$ cat src/rtl/selftest_pkg.sv
package selftest_pkg;

  // Strobes from the sequencer to the datapath, one cycle each unless noted
  typedef struct packed {
    logic runStart;     // run accepted: clear signatures, latch enables
    logic restartSeed;  // reload the pseudorandom seed with runStart
    logic inject;       // level: replace samples of enabled lanes
    logic capture;      // level: fold lane outputs into signatures
    logic finish;       // publish selected signature
    logic finishEmpty;  // start with no lane: publish zero
  } ctrlStrobe_t;

  typedef enum logic [1:0] {
    ST_IDLE  = 2'd0,
    ST_RUN   = 2'd1,
    ST_DRAIN = 2'd2
  } seqState_t;

endpackage

$ cat src/rtl/selftest_seq.sv
module selftest_seq
  import selftest_pkg::*;
#(
  parameter int NUM_CH  = 4,
  parameter int RUN_LEN = 512
) (
  input  logic              clk,
  input  logic              rstN,
  input  logic              startPulse,
  input  logic [NUM_CH-1:0] chanEn,
  input  logic              restartPn,
  output ctrlStrobe_t       strobe,
  output logic              busy,
  output logic              done
);

  localparam int CNT_W = (RUN_LEN > 1) ? $clog2(RUN_LEN) : 1;
  localparam logic [CNT_W-1:0] LAST_CNT = CNT_W'(RUN_LEN - 1);

  seqState_t stateQ;
  logic [CNT_W-1:0] cntQ;
  logic doneQ;
  logic idleStart;
  logic anyEn;

  assign anyEn     = |chanEn;
  assign idleStart = (stateQ == ST_IDLE) && startPulse;

  always_ff @(posedge clk or negedge rstN) begin
    if (!rstN) begin
      stateQ <= ST_IDLE;
      cntQ   <= '0;
      doneQ  <= 1'b0;
    end else begin
      unique case (stateQ)
        ST_IDLE: begin
          if (startPulse) begin
            if (anyEn) begin
              stateQ <= ST_RUN;
              cntQ   <= '0;
              doneQ  <= 1'b0;
            end else begin
              doneQ  <= 1'b1;
            end
          end
        end
        ST_RUN: begin
          if (cntQ == LAST_CNT) begin
            stateQ <= ST_DRAIN;
          end else begin
            cntQ <= cntQ + 1'b1;
          end
        end
        ST_DRAIN: begin
          stateQ <= ST_IDLE;
          doneQ  <= 1'b1;
        end
        default: stateQ <= ST_IDLE;
      endcase
    end
  end

  always_comb begin
    strobe             = '0;
    strobe.runStart    = idleStart && anyEn;
    strobe.restartSeed = idleStart && anyEn && restartPn;
    strobe.inject      = (stateQ == ST_RUN);
    // outputs lag injection by one register, so capture skips the first
    // run cycle and takes the drain cycle instead
    strobe.capture     = ((stateQ == ST_RUN) && (cntQ != '0)) || (stateQ == ST_DRAIN);
    strobe.finish      = (stateQ == ST_DRAIN);
    strobe.finishEmpty = idleStart && !anyEn;
  end

  assign busy = (stateQ == ST_RUN);
  assign done = doneQ;

endmodule

$ cat src/rtl/selftest_dp.sv
module selftest_dp
  import selftest_pkg::*;
#(
  parameter int NUM_CH   = 4,
  parameter int SAMPLE_W = 11,
  parameter int PN_W     = 23,
  parameter int TAP_HI   = 22,
  parameter int TAP_LO   = 17,
  parameter logic [PN_W-1:0] PN_SEED = 23'h7FFFFF,
  parameter int SIG_W    = 16,
  parameter logic [SIG_W-1:0] SIG_POLY = 16'h1021
) (
  input  logic                         clk,
  input  logic                         rstN,
  input  ctrlStrobe_t                  strobe,
  input  logic [NUM_CH-1:0]            chanEn,
  input  logic [NUM_CH-1:0]            cfgInvert,
  input  logic [NUM_CH*SAMPLE_W-1:0]   cfgOffset,
  input  logic [NUM_CH*SAMPLE_W-1:0]   adcData,
  output logic [NUM_CH*SAMPLE_W-1:0]   chanOut,
  output logic [SIG_W-1:0]             signature
);

  localparam int PAD_W = SIG_W - SAMPLE_W;
  localparam int SEL_W = (NUM_CH > 1) ? $clog2(NUM_CH) : 1;

  logic [PN_W-1:0]     pnQ;
  logic [NUM_CH-1:0]   enQ;
  logic [SIG_W-1:0]    misrNext [NUM_CH];
  logic [SIG_W-1:0]    sigQ;
  logic [SEL_W-1:0]    selIdx;
  logic [SAMPLE_W-1:0] pnWord;

  assign pnWord = pnQ[SAMPLE_W-1:0];

  // shared pseudorandom source
  always_ff @(posedge clk or negedge rstN) begin
    if (!rstN) begin
      pnQ <= PN_SEED;
    end else if (strobe.restartSeed) begin
      pnQ <= PN_SEED;
    end else if (strobe.inject) begin
      pnQ <= {pnQ[PN_W-2:0], pnQ[TAP_HI] ^ pnQ[TAP_LO]};
    end
  end

  always_ff @(posedge clk or negedge rstN) begin
    if (!rstN) begin
      enQ <= '0;
    end else if (strobe.runStart) begin
      enQ <= chanEn;
    end
  end

  for (genvar c = 0; c < NUM_CH; c++) begin : g_lane
    logic [SAMPLE_W-1:0] srcWord;
    logic [SAMPLE_W-1:0] shaped;
    logic [SAMPLE_W-1:0] outQ;
    logic [SIG_W-1:0]    misrQ;

    assign srcWord = (strobe.inject && enQ[c]) ? pnWord
                                               : adcData[c*SAMPLE_W +: SAMPLE_W];
    assign shaped  = (cfgInvert[c] ? ~srcWord : srcWord)
                     + cfgOffset[c*SAMPLE_W +: SAMPLE_W];

    always_ff @(posedge clk or negedge rstN) begin
      if (!rstN) outQ <= '0;
      else       outQ <= shaped;
    end

    assign misrNext[c] = {misrQ[SIG_W-2:0], 1'b0}
                       ^ (misrQ[SIG_W-1] ? SIG_POLY : '0)
                       ^ {{PAD_W{1'b0}}, outQ};

    always_ff @(posedge clk or negedge rstN) begin
      if (!rstN)                misrQ <= '0;
      else if (strobe.runStart) misrQ <= '0;
      else if (strobe.capture)  misrQ <= misrNext[c];
    end

    assign chanOut[c*SAMPLE_W +: SAMPLE_W] = outQ;
  end

  // lowest enabled index wins
  always_comb begin
    selIdx = '0;
    for (int c = NUM_CH - 1; c >= 0; c--) begin
      if (enQ[c]) selIdx = SEL_W'(c);
    end
  end

  always_ff @(posedge clk or negedge rstN) begin
    if (!rstN)                   sigQ <= '0;
    else if (strobe.finishEmpty) sigQ <= '0;
    else if (strobe.finish)      sigQ <= misrNext[selIdx];
  end

  assign signature = sigQ;

endmodule

$ cat src/rtl/dp_selftest.sv
module dp_selftest
  import selftest_pkg::*;
#(
  parameter int NUM_CH   = 4,
  parameter int SAMPLE_W = 11,
  parameter int RUN_LEN  = 512,
  parameter int SIG_W    = 16
) (
  input  logic                       clk,
  input  logic                       rstN,
  input  logic                       startPulse,
  input  logic [NUM_CH-1:0]          chanEn,
  input  logic                       restartPn,
  input  logic [NUM_CH-1:0]          cfgInvert,
  input  logic [NUM_CH*SAMPLE_W-1:0] cfgOffset,
  input  logic [NUM_CH*SAMPLE_W-1:0] adcData,
  output logic [NUM_CH*SAMPLE_W-1:0] chanOut,
  output logic                       busy,
  output logic                       done,
  output logic [SIG_W/2-1:0]         sigLo,
  output logic [SIG_W/2-1:0]         sigHi
);

  localparam int HALF_W = SIG_W / 2;

  ctrlStrobe_t      strobe;
  logic [SIG_W-1:0] signature;

  selftest_seq #(
    .NUM_CH (NUM_CH),
    .RUN_LEN(RUN_LEN)
  ) u_seq (
    .clk       (clk),
    .rstN      (rstN),
    .startPulse(startPulse),
    .chanEn    (chanEn),
    .restartPn (restartPn),
    .strobe    (strobe),
    .busy      (busy),
    .done      (done)
  );

  selftest_dp #(
    .NUM_CH  (NUM_CH),
    .SAMPLE_W(SAMPLE_W),
    .SIG_W   (SIG_W)
  ) u_dp (
    .clk      (clk),
    .rstN     (rstN),
    .strobe   (strobe),
    .chanEn   (chanEn),
    .cfgInvert(cfgInvert),
    .cfgOffset(cfgOffset),
    .adcData  (adcData),
    .chanOut  (chanOut),
    .signature(signature)
  );

  assign sigLo = signature[HALF_W-1:0];
  assign sigHi = signature[SIG_W-1:HALF_W];

endmodule

$ cat config.mk
export PLATFORM = sky130hd
export DESIGN_NAME = dp_selftest
export DESIGN_NICKNAME = d
export VERILOG_FILES = /design/src/rtl/selftest_pkg.sv /design/src/rtl/selftest_seq.sv /design/src/rtl/selftest_dp.sv /design/src/rtl/dp_selftest.sv
export SDC_FILE = /design/constraint.sdc
export NUM_CORES = 1
export LEC_CHECK = 0
export ABC_AREA = 1
export BUFFER_PORTS_ARGS = -buffer_cell sky130_fd_sc_hd__buf_2
export CAP_MARGIN = 5
export CORE_MARGIN = 3
export CORE_UTILIZATION = 60
export CTS_CLUSTER_DIAMETER = 60
export CTS_CLUSTER_SIZE = 20
export DETAILED_ROUTE_END_ITERATION = 6
export GPL_TIMING_DRIVEN = 1
export PLACE_DENSITY_LB_ADDON = 0.12
export SLEW_MARGIN = 20
export SYNTH_ARGS = -nofsm -noshare
export SYNTH_HDL_FRONTEND = slang
export SYNTH_HIERARCHICAL = 1
export SYNTH_SLANG_ARGS = --single-unit
$ cat constraint.sdc
create_clock -name clk -period 9.2 [get_ports clk]
set_clock_uncertainty 0.2 [all_clocks]
set_input_delay 0 -clock clk [delete_from_list [all_inputs] [get_ports clk]]
set_output_delay 0 -clock clk [all_outputs]
set_load 0.01 [all_outputs]
# Yosys cells after proc, flatten, opt, wreduce, memory -nomap -nowiden
# Cells that the tools add are included.
# op_classes
addsub	5
n_lt_le_gt_ge	1
eq_ne	7
mux	42
n_bitwise	14
n_reduce_logical	22
# op_table
op	count
$mux 16	12
$mux 11	8
$xor 16x11->16	4
$xor 16x16->16	4
$mux 13	4
$mux 23	2
$add 11x11->11	4
$not 11->11	4
$bmux 16 s2	1
$mux 9	3
$pmux 9 s2	1
$mux 2	7
$reduce_bool 2->1	5
$add 9x1->9 const B	1
$eq 9x9->1 const B	1
$logic_and 1x1->1	9
$reduce_bool 9->1	1
$ne 2x1->1 const B	2
$ne 2x2->1 const B	2
$pmux 2 s2	1
$reduce_and 4->1	1
$reduce_or 4->1	1
$ge 3x3->1 const B	1
$not 2->3	1
10 further kinds	11
# word_totals
register_bits	163
in_bits	100
out_inout_bits	62
elab_cells	105

# Logic depth before layout (Yosys ltp)
# Gate-level depths: netlist (run 1).
# depth
ltp_word	10
ltp_mapped	19
depth_no_buf	16

# Modules after synthesis
# The synthesis (run 1) kept the hierarchy.
# by_module_without_submodules
mod	instances	cells_per_inst	area_per_inst_um2	seq_area_each_um2
selftest_dp	1	1124	9173.8	3807.4
selftest_seq	1	101	767.0	300.3

# Least setup slack after synthesis (run 1)
# No wires, ideal clock.
# synth_timing
kind	reg2reg
from	register u_seq.stateQ[0]
to	register u_dp.g_lane[3].outQ[8]
setup_ns	0.116
t_arrival_ns	2.713
required_time_ns	8.884
slack_ns	6.171
stages_incl_launch_ff	19
path_buffers	3
synth_period_minus_slack_ns	3.029
cell_sequence	dfrtp_1 nand2_2 clkinv_1 buf_4 buf_4 nand2_2 buf_6 mux2i_1 xnor2_1 ha_1 fa_1 nand3_1 nand2_1 nand2_1 nand2_1 nand3_1 nand2_1 nand2_1 nand2_1
# synth_between
elab_chain_len	6
# synth_rtl
item	line	rtl
start: declaration	selftest_seq.sv:20	seqState_t stateQ;
start signal: assignment	selftest_seq.sv:31	stateQ <= ST_IDLE;
start signal: assignment	selftest_seq.sv:39	stateQ <= ST_RUN;
start signal: assignment	selftest_seq.sv:49	stateQ <= ST_DRAIN;
$eq 2x1->1 *	n/a	
named net busy	dp_selftest.sv:18	output logic busy,
$logic_and 1x1->1 *	selftest_dp.sv:61	assign srcWord = (strobe.inject && enQ[c]) ? pnWord
$mux 11 *	selftest_dp.sv:61	
$not 11->11	selftest_dp.sv:63	assign shaped = (cfgInvert[c] ? ~srcWord : srcWord)
$mux 11 *	selftest_dp.sv:63	
$add 11x11->11 *	selftest_dp.sv:64	+ cfgOffset[c*SAMPLE_W +: SAMPLE_W];
named net u_dp.g_lane[3].shaped[8]	selftest_dp.sv:57	logic [SAMPLE_W-1:0] shaped;
end signal: assignment	selftest_dp.sv:68	else outQ <= shaped;
end: declaration	selftest_dp.sv:58	logic [SAMPLE_W-1:0] outQ;
# Mark *: on every way through the listed nets, which the timed path passes. The rest lies on a longest branch.
# A chain may end at the register's enable or synchronous reset.

# Final worst setup path (run 1)
# layout_timing
from	register u_seq.stateQ[1]
to	register u_dp.g_lane[0].outQ[10]
# layout_between
elab_chain_len	6
# layout_rtl
item	line	rtl
$eq 2x1->1 *	selftest_seq.sv:67	strobe.inject = (stateQ == ST_RUN);
$logic_and 1x1->1 *	selftest_dp.sv:61	
$mux 11 *	selftest_dp.sv:61	
$not 11->11	selftest_dp.sv:63	
$mux 11 *	selftest_dp.sv:63	
$add 11x11->11 *	selftest_dp.sv:64	
named net u_dp.g_lane[0].shaped[10]	selftest_dp.sv:57	
end signal: assignment	selftest_dp.sv:68	
end: declaration	selftest_dp.sv:58	
# Marks and branches as above.

==> summary.txt, run 1 <==
Status
  • Outcome: finished with violations
  • Failing checks: negative hold slack

CTS
  • Sink Count: between 150 and 200
  • Clk_lat worst skew: between 0.4 and 0.5 ns
  • TritonCTS Buffers: 17
  • Clk root buf: clkbuf_16
  • H-tree Lvls: 4
  • Setup bufs post-CTS: 0
  • Clock Pin Slew Worst Setup and Hold Paths: ~0.070 ns
  • Bufs on Longest Clock Path: 2
  • TritonCTS clock tree: built
  • # hold bufs at CTS: 75
  • CTS resizes: 0

Die
  • Chip Height: roughly 130 µm
  • Area of the core: roughly 16000 µm²
  • Row cnt: 46
  • Die area: around 18000 µm²
  • Initial Utilization: between 60% and 70%
  • I/O Pins: approximately 160
  • Die width: 135 µm

Routing
  • DR WL/cell: ~16 µm
  • DRT antenna net count: 0
  • Drt drc: 0
  • Initial DRC count: approximately 700
  • Drt pass-1 iters: 5
  • Via-per-instance ratio: 5.31
  • Drt total wl: approximately 27000 µm
  • Routed vias: 8849

Finish
  • Area grow syn2layout: 22.8%
  • # fillers: roughly 1200
  • Most common cell after layout, fill and taps aside: nand2_1
  • Diodes inserted: 0
  • Commonest non-fill, non-tap cells in the layout: nand2_1 (295), buf_2 (160), inv_1 (143)
  • Fin util: between 70% and 80%
  • Layout cell share with drive strength beyond 1: between 15 and 20%
  • Final #Nets: around 1600

Logic synthesis
  • Mapped Cells: ~1200
  • Register area share after synthesis: between 40% and 50%
  • Synth top area cells: dfrtp_1 (35%), nand2_1 (11%), xor2_1 (9.4%)
  • Post-Syn Nets: ~1400
  • Synth cell types: 42
  • Ys Warns: 6
  • Synth Cell Area: approximately 9900 µm²
  • Most area-hungry cell type in the Yosys netlist: dfrtp_1
  • Avg Cell Area, Syn: about 8 µm²
  • Synth top area share: a little over a third
  • Post-synthesis register bit count: around 160

Critical path
  • CP bufs+invs: 5
  • Data arrival, critical path: roughly 4.4 ns
  • Crit start category: flop
  • CP peak stage delay: around 0.56 ns
  • CP max-delay cell: dlygate4sd3_1
  • Worst path cell trace: inv_2 > nand2_2 > clkinv_1 > buf_4 > nand2_2 > mux2i_1 > xor2_1 > ha_1 > fa_1 > nand3_1 > nand2_1 > nand2_1 > nand2_1 > nand2_1 > nand3_1 > dlygate4sd3_1 > nand2_1 > dlygate4sd3_1
  • Top delay family on crit path: buffers and inverters
  • Required @ worst endpoint: 9.37 ns
  • Most frequent CP cell: nand2_1
  • CP Capture Type: flop
  • Critical-path maximum fanout: 38
  • FF-to-FF setup slack: around 4.9 ns
  • WS Path Type: reg2reg

GRT
  • Antenna violations before repair: 0
  • Vias in the first global route: roughly 8400
  • GR Overflow Total: 0
  • First-pass GRT wire length: between 40000 and 50000 µm
  • Total track usage: between 20% and 30%
  • Pin count of the biggest net entering global routing: 109

Timing
  • Min cycle time layout: between 4 and 5 ns
  • RSZ-0062 raised after global routing: no
  • Max Clock Freq: around 230 MHz
  • Worst Hold Slack: -0.0276 ns
  • Worst Tran Pin Value: ~0.97 ns
  • Final Setup Violations: 0
  • Final Cycle Share: between 40% and 50%
  • Setup TNS: 0 ns
  • Hold Vio Cnt, Final: 17
  • Slew HR: 35.0%
  • Fin. max-slew vios: 0

Placed design
  • Gpl congestion: just over 0.9
  • HPWL after DPL: about 19000 µm
  • Buffers on Ports: approximately 160

Power
  • Lkg Pwr: approximately 6.5 nW
  • Max VDD drop: around 0.00016 V
  • Total power: about 3.1 mW
  • Pwr per Cell Area: roughly 250 nW/µm²

Run
  • Max-Cap Viols: 0

Worst hold path
  • Worst min-delay path class: in2async
Yosys cell counts (all sizes together):
cell and number:
inv 149, nand3b 1, a21oi 53, or2 3
o21a 4, o22ai 24, buf 29, nor2 38
ha 43, o21ai 118, nor3 1, a21o 4
clkbuf 19, xor2 107, dfstp 23, nand3 134
dfrtp 140, fa 4, nand2 305, clkinv 1
mux2i 4, xnor2 10, nand4 6, o21bai 5
stage by stage:
stage          std cells  cell area [µm²]  worst slack [ns]  hold slack (ns)
6_report            1665            12200              4.92          -0.0276
3_3_place_gp        1557            10800              5.99          -0.0929
3_5_place_dp        1557            10800              5.84          -0.0884
2_1_floorplan       1225             9940              6.17           -0.496
4_1_cts             1664            12200              4.99           0.0234
5_1_grt             1665            12200              4.65           0.0329
worst reg2reg max path, stage by stage (launching register included):
cell	delay, ns
dfrtp_1	0.37
inv_2	0.08
nand2_2	0.09
clkinv_1	0.05
buf_4	0.36
nand2_2	0.35
mux2i_1	0.21
xor2_1	0.16
ha_1	0.24
fa_1	0.42
nand3_1	0.09
nand2_1	0.08
nand2_1	0.07
nand2_1	0.10
nand2_1	0.11
nand3_1	0.07
dlygate4sd3_1	0.55
nand2_1	0.07
dlygate4sd3_1	0.56
where the power goes:
group	internal [mW]	total [mW]	switching [mW]
sequential	0.961	1.16	0.198
combinational	0.508	1.18	0.669
clock	0.486	0.774	0.288
area by class of cell:
cell class / instances / area [µm²] / share of cell area (%)
Timing Repair Buffer: 240 / 1610 / 13.2
Sequential cell: 163 / 4110 / 33.6
Multi-Input combinational cell: 864 / 5000 / 40.9
Clock inverter: 10 / 168 / 1.37
Clock buffer: 22 / 484 / 3.97
Inverter: 150 / 571 / 4.67
Tap cell: 216 / 270 / 2.21
state kept, by name, indices dropped and copies added, names as in the netlist:
register and cells:
u_seq/stateQ 2, u_seq/cntQ 9, u_dp/g_lane.outQ 44, u_dp/signature 16, u_dp/enQ 4, u_dp/g_lane.misrQ 64
u_seq/done 1, u_dp/pnQ 23
routing by layer:
layer  wire length, µm  GRT usage [%]
met1             11900           40.6
met2             12500           47.7
met3              1440           4.47
met4               993           12.7
met5                 0              0
kinds of logic after synthesis:
kind of cell | synth area share (%)
simple gates | 21.5
compound gates | 11.7
buf+inv | 8.50
flops | 41.3
xor+xnor | 10.3
fa+ha+maj | 6.22
mux | 0.403
path summary, 6_finish.rpt:
| path | startpoint | endpoint | cells past startpoint |
|---|---|---|---|
| max in group asynchronous | rstN | u_dp/g_lane[1].outQ[3] | 3 |
| worst max-delay path | u_seq/stateQ[1] | u_dp/g_lane[0].outQ[10] | 18 |
| worst min-delay path | rstN | u_dp/g_lane[3].misrQ[10] | 2 |
| worst max register to register | u_seq/stateQ[1] | u_dp/g_lane[0].outQ[10] | 18 |
| min in group clk | adcData[13] | u_dp/g_lane[1].outQ[2] | 6 |
| worst min register to register | u_dp/pnQ[18] | u_dp/pnQ[18] | 2 |
Note: power is estimated with default switching activity, not from simulation.
==> run 2: changes to the inputs <==
--- a/config.mk
+++ b/config.mk
@@ -9,7 +9,7 @@
 export BUFFER_PORTS_ARGS = -buffer_cell sky130_fd_sc_hd__buf_2
 export CAP_MARGIN = 5
 export CORE_MARGIN = 3
-export CORE_UTILIZATION = 60
+export CORE_UTILIZATION = 58
 export CTS_CLUSTER_DIAMETER = 60
 export CTS_CLUSTER_SIZE = 20
 export DETAILED_ROUTE_END_ITERATION = 6
==> constraint.sdc (replaced) <==
create_clock -name clk -period 4.24 [get_ports clk]
set_clock_uncertainty 0.2 [all_clocks]
set_input_delay 0 -clock clk [delete_from_list [all_inputs] [get_ports clk]]
set_output_delay 0 -clock clk [all_outputs]
set_load 0.01 [all_outputs]
==> summary.txt, run 2 (synthesized netlist as in run 1, its figures left out) <==
Status
  • Outcome: finished, final reports clean

Timing
  • Worst Tran Pin Value: 0.939 ns
  • Min cycle time layout: 3.90 ns
  • Setup TNS: 0 ns
  • Max Clock Freq: 256 MHz
  • Slew HR: between 30% and 40%
  • Fin. max-slew vios: 0
  • Hold Vio Cnt, Final: 0
  • RSZ-0062 raised after global routing: no
  • Final Cycle Share: around 90%
  • Final Setup Violations: 0

GRT
  • GR Overflow Total: 0
  • Antenna violations before repair: 0
  • Total track usage: 30.1%
  • First-pass GRT wire length: 43600 µm
  • Pin count of the biggest net entering global routing: between 100 and 150
  • Vias in the first global route: 8650

Die
  • I/O Pins: ~160
  • Area of the core: between 15000 and 20000 µm²
  • Die width: approximately 140 µm
  • Initial Utilization: around 60%
  • Die area: 18700 µm²
  • Row cnt: 47
  • Chip Height: 137 µm

Power
  • Pwr per Cell Area: roughly 540 nW/µm²
  • Sw Share: a little under two fifths
  • Logic gate share of total power: about two fifths
  • Max VDD drop: a little over 0.0003 V
  • Sw power: around 2.5 mW
  • Clock Power Share: 23.5%
  • Lkg Pwr: between 6 and 7 nW
  • Flop pwr share: a little under two fifths
  • Pint: 4.10 mW

Finish
  • Number of flip-flops in the largest register: 64
  • # fillers: about 1300
  • Diodes inserted: 0
  • Final #Nets: 1588
  • Commonest non-fill, non-tap cells in the layout: nand2_1 (295), buf_2 (160), inv_1 (143)
  • Most common cell after layout, fill and taps aside: nand2_1
  • Biggest register: u_dp/g_lane.misrQ
  • Multi-input gate area: 4990 µm²
  • Biggest regs: u_dp/g_lane.misrQ: 64 flops, u_dp/g_lane.outQ: 44 flops, u_dp/pnQ: 23 flops
  • Area grow syn2layout: 22.7%
  • Fin util: around three quarters
  • Reg area: slightly above 4000 µm²
  • Layout cell share with drive strength beyond 1: between 15 and 20%

Critical path
  • Data arrival, critical path: a little over 4 ns
  • FF-to-FF setup slack: 0.34 ns
  • Reg2reg path depth: 15
  • Capture point of the worst path: u_dp/g_lane[1].outQ[8]
  • Crit path from: u_seq/stateQ[0]
  • Reg-to-reg endpoint: u_dp/g_lane[1].outQ[8]
  • Required @ worst endpoint: between 4 and 5 ns
  • CP Capture Type: flop
  • Critical-path maximum fanout: 21
  • WS Path Type: reg2reg
  • R2r startpoint: u_seq/stateQ[0]
  • Crit start category: flop

CTS
  • Clk root buf: clkbuf_16
  • Bufs on Longest Clock Path: 2
  • H-tree Lvls: 4
  • Sink Count: between 150 and 200
  • Clk_lat worst skew: roughly 0.43 ns
  • Clock Pin Slew Worst Setup and Hold Paths: 0.06 ns
  • Setup bufs post-CTS: 0
  • TritonCTS clock tree: built
  • TritonCTS Buffers: 17

Routing
  • Drt total wl: ~27000 µm
  • Initial DRC count: ~800
  • Drt drc: 0
  • Drt pass-1 iters: 5
  • DRT antenna net count: 0
  • Via-per-instance ratio: roughly 5.4
  • Routed vias: 9023
  • DR WL/cell: 16.4 µm

Placed design
  • Gpl congestion: 0.907
  • HPWL after DPL: ~19000 µm
  • Buffers on Ports: about 160

Worst hold path
  • Worst min-delay path class: in2async

Run
  • Max-Cap Viols: 0
==> run 2: through the flow <==
stage | cell area, µm² | instances | power [mW] | setup slack (ns) | hold WS, ns
after floorplan | 9940 | 1225 | 4.12 | 1.21 | -0.496
after global placement | 10800 | 1566 | 4.84 | 0.936 | -0.0202
after detailed placement | 10800 | 1566 | 4.90 | 0.867 | -0.0248
after CTS | 12200 | 1673 | 6.62 | 0.376 | 0.0834
after global routing | 12200 | 1674 | 7.09 | 0.129 | 0.137
final | 12200 | 1674 | 6.62 | 0.336 | 0.0588
==> run 2: how the worst min path moves through the flow <==
stage / start / end / slack [ns] / depth (start not counted)
2_1_floorplan: rstN / u_dp/enQ[0] / -0.50 / 0
3_3_place_gp: rstN / u_dp/g_lane[2].misrQ[11] / -0.02 / 1
3_5_place_dp: rstN / u_dp/g_lane[2].misrQ[5] / -0.02 / 1
4_1_cts: adcData[1] / u_dp/g_lane[0].outQ[1] / 0.08 / 5
5_1_grt: cfgInvert[0] / u_dp/g_lane[0].outQ[2] / 0.14 / 4
6_report: rstN / u_dp/g_lane[2].misrQ[4] / 0.06 / 2
==> run 2: layout make-up <==
class / count / share of cell area (%)
multi-input combinational: 864 / 40.9
tap: 220 / 2.26
sequential: 163 / 33.7
clock buffer: 20 / 4.01
inverter: 150 / 4.68
timing repair buffer: 245 / 13.5
clock inverter: 12 / 0.964
==> run 2: critical path, cell delays in order (launching register included) <==
cell and delay (ns):
dfrtp_1 0.41, nand2_2 0.13, clkinv_1 0.46, nand2_2 0.51, mux2i_1 0.26, xor2_1 0.09
ha_1 0.22, fa_1 0.42, nand3_1 0.09, nand2_1 0.08, nand2_1 0.07, nand2_1 0.09
nand3_1 0.11, nand3_1 0.08, dlygate4sd3_1 0.57, nand2_1 0.06
==> run 2: repair_timing <==
item                      4_1_cts  5_1_grt
hold endpoints to repair      171        0
resized for setup               0        0
hold buffers                   75        0
==> run 2: per-layer routing <==
metal	vias up	GRT usage (%)	part of all wire [%]
met2	363	49.3	48
li1	4392	-	-
met5	-	0	0
met4	0	12.5	3.4
met1	4199	40.0	41
met3	69	4.78	6.9
==> run 2: power groups by stage <==
stage          Clock [mW]  Sequential (mW)  Combinational (mW)
2_1_floorplan           0             2.47                1.65
3_3_place_gp            0             2.52                2.32
3_5_place_dp            0             2.53                2.37
4_1_cts              1.58             2.51                2.53
5_1_grt              1.65             2.57                2.87
6_report             1.56             2.51                2.55
